**src/rtl/warp_replay_pkg.sv**
```systemverilog
package warp_replay_pkg;
  typedef enum logic [1:0] {
    ST_IDLE  = 2'd0,
    ST_ISSUE = 2'd1,
    ST_WAIT  = 2'd2
  } seq_state_t;
endpackage

```
**src/rtl/wrs_line_group.sv**
```systemverilog
module wrs_line_group #(
  parameter int THREADS = 32,
  parameter int ADDR_W  = 32,
  parameter int OFS_W   = 7
) (
  input  logic [THREADS-1:0]        pend,
  input  logic [THREADS*ADDR_W-1:0] addr,
  output logic [ADDR_W-1:0]         line_addr,
  output logic [THREADS-1:0]        served
);
  localparam int TAG_W = ADDR_W - OFS_W;

  logic [TAG_W-1:0] tag [THREADS];
  logic [TAG_W-1:0] ref_tag;
  logic             found;

  genvar t;
  generate
    for (t = 0; t < THREADS; t++) begin : g_tag
      assign tag[t]    = addr[t*ADDR_W+OFS_W +: TAG_W];
      assign served[t] = pend[t] && (tag[t] == ref_tag);
    end
  endgenerate

  // lowest pending thread supplies the reference line
  always_comb begin
    ref_tag = '0;
    found   = 1'b0;
    for (int i = 0; i < THREADS; i++) begin
      if (pend[i] && !found) begin
        ref_tag = tag[i];
        found   = 1'b1;
      end
    end
  end

  assign line_addr = {ref_tag, {OFS_W{1'b0}}};
endmodule

```
**src/rtl/wrs_sat_cnt.sv**
```systemverilog
module wrs_sat_cnt #(
  parameter int CNT_W = 32
) (
  input  logic             clk,
  input  logic             rst,
  input  logic             clr,
  input  logic             inc,
  output logic [CNT_W-1:0] cnt
);
  localparam logic [CNT_W-1:0] CNT_MAX = '1;

  always_ff @(posedge clk) begin
    if (rst || clr) begin
      cnt <= '0;
    end else if (inc && (cnt != CNT_MAX)) begin
      cnt <= cnt + 1'b1;
    end
  end
endmodule

```
**src/rtl/warp_replay_seq.sv**
```systemverilog
module warp_replay_seq
  import warp_replay_pkg::*;
#(
  parameter int THREADS    = 32,
  parameter int ADDR_W     = 32,
  parameter int LINE_BYTES = 128,
  parameter int CNT_W      = 32
) (
  input  logic                      clk,
  input  logic                      rst,
  input  logic                      req_valid,
  output logic                      req_ready,
  input  logic [THREADS-1:0]        req_mask,
  input  logic [THREADS*ADDR_W-1:0] req_addr,
  output logic                      iss_valid,
  output logic [ADDR_W-1:0]         iss_line,
  output logic [THREADS-1:0]        iss_mask,
  output logic                      iss_replay,
  input  logic                      rsp_valid,
  input  logic                      rsp_hit,
  output logic                      done,
  input  logic                      cnt_clear,
  output logic [CNT_W-1:0]          issued_cnt,
  output logic [CNT_W-1:0]          executed_cnt
);
  localparam int OFS_W = $clog2(LINE_BYTES);

  seq_state_t                state_q;
  logic [THREADS*ADDR_W-1:0] addr_q;
  logic [THREADS-1:0]        pend_q;
  logic                      first_q;
  logic                      fill_q;

  logic [ADDR_W-1:0]  grp_line;
  logic [THREADS-1:0] grp_mask;
  logic [THREADS-1:0] pend_after;
  logic               accept;
  logic               need_fill;
  logic               inc_iss;
  logic               inc_exe;

  wrs_line_group #(
    .THREADS (THREADS),
    .ADDR_W  (ADDR_W),
    .OFS_W   (OFS_W)
  ) u_group (
    .pend      (pend_q),
    .addr      (addr_q),
    .line_addr (grp_line),
    .served    (grp_mask)
  );

  assign req_ready  = (state_q == ST_IDLE);
  assign accept     = req_valid && req_ready;
  assign pend_after = pend_q & ~iss_mask;
  assign need_fill  = !fill_q && !rsp_hit;

  always_comb begin
    inc_iss = 1'b0;
    inc_exe = 1'b0;
    case (state_q)
      ST_IDLE: begin
        if (accept && (req_mask == '0)) begin
          inc_iss = 1'b1;
          inc_exe = 1'b1;
        end
      end
      ST_ISSUE: inc_iss = 1'b1;
      ST_WAIT: begin
        if (rsp_valid) begin
          if (need_fill) inc_iss = 1'b1;
          else if (pend_after == '0) inc_exe = 1'b1;
        end
      end
      default: ;
    endcase
  end

  always_ff @(posedge clk) begin
    if (rst) begin
      state_q    <= ST_IDLE;
      addr_q     <= '0;
      pend_q     <= '0;
      first_q    <= 1'b0;
      fill_q     <= 1'b0;
      iss_valid  <= 1'b0;
      iss_line   <= '0;
      iss_mask   <= '0;
      iss_replay <= 1'b0;
      done       <= 1'b0;
    end else begin
      iss_valid <= 1'b0;
      done      <= 1'b0;
      case (state_q)
        ST_IDLE: begin
          if (accept) begin
            addr_q  <= req_addr;
            pend_q  <= req_mask;
            first_q <= 1'b1;
            if (req_mask == '0) done <= 1'b1;
            else state_q <= ST_ISSUE;
          end
        end
        ST_ISSUE: begin
          iss_valid  <= 1'b1;
          iss_line   <= grp_line;
          iss_mask   <= grp_mask;
          iss_replay <= !first_q;
          first_q    <= 1'b0;
          fill_q     <= 1'b0;
          state_q    <= ST_WAIT;
        end
        ST_WAIT: begin
          if (rsp_valid) begin
            if (need_fill) begin
              iss_valid  <= 1'b1;
              iss_replay <= 1'b1;
              fill_q     <= 1'b1;
            end else begin
              pend_q <= pend_after;
              if (pend_after == '0) begin
                done    <= 1'b1;
                state_q <= ST_IDLE;
              end else begin
                state_q <= ST_ISSUE;
              end
            end
          end
        end
        default: state_q <= ST_IDLE;
      endcase
    end
  end

  wrs_sat_cnt #(.CNT_W(CNT_W)) u_iss_cnt (
    .clk (clk),
    .rst (rst),
    .clr (cnt_clear),
    .inc (inc_iss),
    .cnt (issued_cnt)
  );

  wrs_sat_cnt #(.CNT_W(CNT_W)) u_exe_cnt (
    .clk (clk),
    .rst (rst),
    .clr (cnt_clear),
    .inc (inc_exe),
    .cnt (executed_cnt)
  );
endmodule

```
**config.mk**
```make
export PLATFORM = sky130hd
export DESIGN_NAME = warp_replay_seq
export DESIGN_NICKNAME = d
export VERILOG_FILES = /design/src/rtl/warp_replay_pkg.sv /design/src/rtl/wrs_line_group.sv /design/src/rtl/wrs_sat_cnt.sv /design/src/rtl/warp_replay_seq.sv
export SDC_FILE = /design/constraint.sdc
export NUM_CORES = 2
export LEC_CHECK = 0
export ABC_AREA = 1
export BUFFER_PORTS_ARGS = -buffer_cell sky130_fd_sc_hd__buf_2
export CORE_AREA = 8 8 457 459
export DETAILED_ROUTE_END_ITERATION = 10
export DIE_AREA = 0 0 465 467
export PLACE_DENSITY = 0.51
export SYNTH_ARGS = -nofsm -noshare
export SYNTH_HDL_FRONTEND = slang
export SYNTH_SLANG_ARGS = --single-unit
export TNS_END_PERCENT = 1
```
**constraint.sdc**
```tcl
create_clock -name clk -period 4.2 [get_ports clk]
set_clock_uncertainty 0.15 [all_clocks]
set_input_delay 0.42 -clock clk [delete_from_list [all_inputs] [get_ports clk]]
set_output_delay 0.42 -clock clk [all_outputs]
set_load 0.01 [all_outputs]
```
==> Word-level counts from Yosys, hierarchy flattened <==
Cells that the tools add are included.
{ "totals": {"regBits": 1184, "input_bits": 1062, "out_inout_bits": 132} }
{ "op_classes": {"addsub": 2, "n_eq_ne": 41, "n_mux": 91, "n_bitwise": 2, "reduce_logical": 114} }
{ "ops": {"columns": ["op", "n"], "rows": [
  ["== test 25 bit", 32],
  ["two-way mux 25 bit", 32],
  ["two-way mux 32 bit", 3],
  ["logical AND 1 bit", 68],
  ["adder 32 x 1 -> 32 bit (second input constant)", 2],
  ["zero test 32 bit", 2],
  ["!= test 32 bit (second input constant)", 2],
  ["one-hot mux 32 bit (2 select lines)", 1],
  ["two-way mux 1 bit", 43],
  ["zero test 1 bit", 34],
  ["bitwise AND 32 bit", 1],
  ["NOT 32 bit", 1],
  ["one-hot mux 1 bit (2 select lines)", 6],
  ["two-way mux 2 bit", 4],
  ["!= test 2 bit (second input constant)", 4],
  ["AND reduction 4 bit", 2],
  ["one-hot mux 2 bit (3 select lines)", 1],
  ["nonzero test 2 bit", 3],
  ["AND reduction 2 bit", 2],
  ["one-hot mux 1 bit (3 select lines)", 1],
  ["AND reduction 3 bit", 1],
  ["== test 2 x 1 -> 1 bit (second input constant)", 1],
  ["== test 2 bit (second input constant)", 1],
  ["zero test 2 bit", 1],
  ["other kinds (2)", 2]
]} }

==> Logic depth before layout (Yosys ltp) <==
{ "depth": {"ltp_word": 96, "mapped_depth": 34, "mapped_depth_nobuf": 32} }

==> By module <==
From an unflattened synthesis, not the netlist that was laid out.
{ "hier_totals": {"hier_cells": 10598, "area_unflattened_um2": 64803.4} }
{ "by_module_without_submodules": {"columns": ["module", "n_inst", "cells_per_inst", "area_each_um2"], "rows": [
  ["warp_replay_seq", 1, 5059, 39101.3],
  ["wrs_line_group", 1, 4882, 21692.1],
  ["wrs_sat_cnt (u_exe_cnt)", 1, 328, 2028.2],
  ["wrs_sat_cnt (u_iss_cnt)", 1, 329, 1981.9]
]} }

==> Least setup slack after synthesis <==
Ideal clock, no wire load.
{ "synth_timing": {"kind": "register -> register", "from": "register pend_q[1]", "to": "register iss_mask[8]", "setup_ns": 0.133, "arrival_ns": 3.763, "path_slack_ns": 0.154, "stages_incl_launch_ff": 29, "n_path_buf": 3, "period_less_slack_ns": 4.046, "path_cell_list": "dfxtp_1 -> buf_4 -> nor2_4 -> nand4_4 -> nor3_4 -> nand4_2 -> nor2_4 -> nand4_4 -> nor2_4 -> nand4_4 -> nor2_4 -> nand4_2 -> nor2_4 -> nand4_4 -> nor2_8 -> nand4_4 -> nor3_2 -> buf_4 -> inv_2 -> or2_4 -> nand2_4 -> buf_2 -> nand2_1 -> o21ai_1 -> nor2_1 -> nand2_1 -> nor2_1 -> nand3_1 -> a21oi_1"} }
{ "synth_via": {"elab_chain_len": 94, "elab_cells_between_ends": 124, "cone_classes": "eq/ne (1); mux (61); reduce/logical (62)"} }
{ "synth_lines": {"columns": ["element", "line_no", "text"], "rows": [
  ["start: declaration", "warp_replay_seq.sv:30", "logic [THREADS-1:0] pend_q;"],
  ["start signal: assignment", "warp_replay_seq.sv:98", "pend_q <= req_mask;"],
  ["start signal: assignment", "warp_replay_seq.sv:120", "pend_q <= pend_after;"],
  ["logical AND 1 bit (*)", "wrs_line_group.sv:30", "if (pend[i] && !found) begin"],
  ["two-way mux 1 bit", "wrs_line_group.sv:30", null],
  ["zero test 1 bit", "wrs_line_group.sv:30", null],
  ["logical AND 1 bit", "wrs_line_group.sv:30", null],
  ["two-way mux 1 bit", "wrs_line_group.sv:30", null],
  ["zero test 1 bit", "wrs_line_group.sv:30", null],
  ["logical AND 1 bit", "wrs_line_group.sv:30", null],
  ["two-way mux 1 bit", "wrs_line_group.sv:30", null],
  ["[78 not listed]", null, null],
  ["zero test 1 bit", "wrs_line_group.sv:30", null],
  ["logical AND 1 bit", "wrs_line_group.sv:30", null],
  ["two-way mux 1 bit", "wrs_line_group.sv:30", null],
  ["zero test 1 bit", "wrs_line_group.sv:30", null],
  ["logical AND 1 bit", "wrs_line_group.sv:30", null],
  ["two-way mux 25 bit (*)", "wrs_line_group.sv:30", null],
  ["== test 25 bit (*)", "wrs_line_group.sv:21", "assign served[t] = pend[t] && (tag[t] == ref_tag);"],
  ["logical AND 1 bit (*)", "wrs_line_group.sv:21", null],
  ["end signal: assignment", "warp_replay_seq.sv:107", "iss_mask <= grp_mask;"],
  ["end: declaration", "warp_replay_seq.sv:17", "output logic [THREADS-1:0] iss_mask,"]
]} }
Mark *: on every way between the ends. The rest lies on a longest branch, timed or not.
A chain may end at the register's enable or synchronous reset.

==> Final worst setup path <==
{ "layout_timing": {"from": "register pend_q[1]", "to": "register iss_mask[29]"} }
The elaborated chain is that of the path after synthesis.

==> impl_metrics.py <==
metrics = {
    "cells_and_area": {
        "drive_gt1_share_pct": 24.3,
        "fin_area_um2": 83500,
        "layout.nets": 12100,
        "area_delta_synth_final_pct": 55.3,
        "final_cells": 13800,
    },
    "hold_path": {
        "hold_path.class": "primary input to flop",
    },
    "clock_network": {
        "numClockSinks": 960,
        "cts_buffers": 119,
        "root_buffer": "clkbuf_16",
        "ctsLongestPathBuffers": 3,
        "cts_max_level": 3,
        "clk_latency_ps": 820,
        "clk_pin_slew_ps": 70,
        "cts_tree": "done",
    },
    "synth": {
        "ys_seq_area_share_pct": 35.8,
        "synth_ff_type": "dfxtp_1",
        "synth.distinct_cells": 53,
        "synth-edff-count": 0,
        "synthArstFlopShare_pct": 0,
        "synth_area_um2": 53700,
        "postSynthAreaPerCell_um2": 6.26,
        "synth-seq-cells": 960,
        "syn_inst": 8588,
        "yosys_warnings": 0,
    },
    "sta": {
        "drv_slew": 0,
        "hold_viol": 0,
        "max_slew_margin_pct": 17.8,
        "rsz0062_at_grt": "true",
        "finalSetupTns_ps": -67860,
        "hold_ws_ps": 25.1,
        "finalCritPeriodShare_pct": 138,
        "setup-violations-final": 59,
        "finalWorstSetupSlack_ps": -1590,
        "final_period_minus_worst_setup_slack_ps": 5790,
        "max_freq_ghz": 0.173,
        "worst_pin_slew_ps": 1220,
    },
    "worst_setup_path": {
        "critPathLaunchType": "flop",
        "r2r_cells": 35,
        "cp-endpoint": "iss_mask[29]$_SDFFE_PP0P_",
        "regToRegEndpoint": "iss_mask[29]$_SDFFE_PP0P_",
        "timing.rr.start": "pend_q[1]$_SDFFE_PP0P_",
        "required_ps": 4790,
        "crit_start": "pend_q[1]$_SDFFE_PP0P_",
        "r2r_setup_slack_ps": -1590,
        "crit_path_max_fanout": 12,
        "slowest_delay_ps": 340,
        "cp-end-kind": "flop",
        "worst-setup-path-type": "flop to flop",
        "cpMostUsedCell": "buf_4",
        "arrival_ps": 6380,
        "cp_slowest_cell": "dfxtp_1",
    },
    "placement": {
        "placed_cell_area_um2": 69800,
        "dp.cells": 12800,
        "place_congestion": 1.05,
        "port_buffers": 962,
        "dp_hpwl_um": 330000,
    },
    "status": {
        "status": "finished with violations",
        "violations": "setup timing",
    },
    "drt": {
        "viasPerCell": 5.31,
        "num_vias": 73400,
        "drtIter0Drc": 9240,
        "drt-pass1-iter-count": 8,
        "drt-total-wl_um": 418000,
        "remaining_drc_errors": 0,
        "ant_nets": 0,
        "wl_per_cell_um": 30.3,
    },
    "floorplan": {
        "rows": 165,
        "fp.dieW_um": 465,
        "core-area_um2": 201000,
        "die_y_um": 467,
        "die_area_um2": 217000,
        "initial_core_util_pct": 26.7,
        "io_pins": 1194,
    },
    "global_route": {
        "grt_most_used_layer": "met2",
        "grt_antenna_before_repair": 36,
        "gr-total-overflow": 0,
        "use_met2_pct": 54.9,
        "grt_max_degree": 157,
        "use_met1_pct": 48.4,
        "grt_pass1_wl_um": 559000,
        "use_met3_pct": 7.20,
        "grt_util_all_layers_pct": 36.3,
        "grt_pass1_vias": 69700,
    },
    "power": {
        "finalPower_mw": 70.7,
        "p_leak_nw": 37.4,
        "irDropWorstVdd_mv": 0.435,
        "pwr_density_cell_nw_per_um2": 847,
    },
    "run": {
        "maxCapViolations": 0,
    },
}
[per-layer routing]
metal | wire length (um) | up-vias
li1 | - | 33000
met1 | 174000 | 35000
met2 | 176000 | 4391
met3 | 39200 | 928
met4 | 29100 | 4
met5 | 26 | -
[cell usage in the layout (no fill, tap or decap), types with 25 or more instances in the layout]
cell type	instances
a21boi_0	25
a21oi_1	731
o21ai_1	91
buf_6	28
nand3b_1	66
nand2_1	1544
nand4_1	285
xor2_1	111
inv_1	794
buf_2	961
clkbuf_8	30
buf_12	131
nor2_2	106
nand3_1	541
a211oi_1	36
o21ai_0	1003
nand3_2	49
clkbuf_16	124
buf_4	1013
dfxtp_1	959
nor2_4	61
nor2_1	1329
dlygate4sd3_1	741
nor3_1	46
[flip-flops by register name, indices dropped and copies added, names as in the netlist]
signal,flops
fill_q,1
addr_q,800
iss_mask,32
iss_line,25
pend_q,32
iss_valid,1
iss_replay,1
state_q,2
u_exe_cnt.cnt,32
u_iss_cnt.cnt,32
first_q,1
done,1
[power by group]
part / total, mW / internal, mW / switching (mW) / leakage (nW)
Clock: 11.6 / 6.86 / 4.74 / 2.08
Sequential: 14.1 / 11.7 / 2.45 / 7.93
Combinational: 45.0 / 15.4 / 29.5 / 27.4
Total: 70.7 / 34.0 / 36.7 / 37.4
[repair_timing]
action / 4_1_cts / 5_1_grt
cloned: 1 / 2
endpoints found under the setup margin: 69 / 72
endpoints found under the hold margin: 744 / 0
hold buffers: 741 / 0
pin swaps: 45 / 55
setup buffers: 14 / 20
gates resized for setup: 285 / 118
[metrics by stage]
step | setup slack, ps | util, %
after floorplan | 154 | -
after global placement | -2680 | 34.7
after detailed placement | -2650 | 34.7
after CTS | -1490 | 41.1
after global routing | -1730 | 41.5
final | -1590 | 41.5
[worst max-delay path, delay by kind of cell, from the launching register on]
family                    cells  cell delay [ps]
xor gates and xnor gates      1              140
and+or+nand+nor              23             3270
DFF                           1              340
buffers and inverters        10             1700
AOI/OAI and AO/OA             1              120
[synth_stat cells (3+ instances only)]
library cell  count  area share, %
nand2_1        1580             11
nor2_1         1481             10
o21ai_0        1008            9.4
dfxtp_1         960             36
inv_1           798            5.6
a21oi_1         734            6.8
nand3_1         599            5.6
clkbuf_1        441            3.1
nand4_1         285            3.3
xor2_1          111            1.8
o21ai_1          88           0.82
buf_2            81           0.75
nand3b_1         66           0.92
nor3_1           56           0.52
a211oi_1         36           0.50
a21boi_0         29           0.41
nor4_1           22           0.26
a31oi_1          21           0.24
buf_4            21           0.29
buf_1            18           0.13
or2_2            18           0.21
inv_2            15           0.10
nand4_2          14           0.33
clkinv_1         10          0.070
nor2_4           10           0.21
o22ai_1          10           0.12
o21a_1            8           0.11
xnor2_1           7           0.11
buf_6             6           0.13
ha_1              6           0.14
nand4_4           6           0.24
nor3b_1           6          0.084
nor2_2            5          0.058
nand3_2           4          0.075
a22oi_1           3          0.042
nand2_2           3          0.035
or4_1             3          0.042
[kinds of logic (layout without fill, tap and decap cells)]
group,Yosys count,in the layout,share of synthesized area (%)
AND/OR/NAND/NOR,4169,4169,33.5
AO/OA/AOI/OAI,1944,1944,18.6
buffers and inverters,1390,3928,10.1
flip-flops,960,960,35.8
XOR/XNOR,118,118,1.92
adder cells (fa/ha/maj),6,6,0.140
other,1,20,0.00698
[worst min-delay path by stage]
stage / cells after the start / end / startpoint
2_1_floorplan: 1 / iss_replay$_SDFFE_PP0P_ / first_q$_SDFFE_PP0P_
3_3_place_gp: 1 / iss_replay$_SDFFE_PP0P_ / first_q$_SDFFE_PP0P_
3_5_place_dp: 1 / iss_replay$_SDFFE_PP0P_ / first_q$_SDFFE_PP0P_
4_1_cts: 3 / pend_q[19]$_SDFFE_PP0P_ / req_mask[19]
5_1_grt: 3 / addr_q[972]$_SDFFE_PP0P_ / req_addr[972]
6_report: 4 / addr_q[509]$_SDFFE_PP0P_ / req_addr[509]
[layout make-up]
class | instances | area (um^2)
Multi-Input combinational cell | 6244 | 30500
Antenna cell | 13 | 32.5
Clock inverter | 54 | 753
Timing Repair Buffer | 2882 | 22900
Tap cell | 2672 | 3340
Clock buffer | 169 | 3530
Fill cell | 21300 | 118000
Inverter | 823 | 3120
Sequential cell | 960 | 19200
No activity file was read; power rests on OpenSTA's default activity.
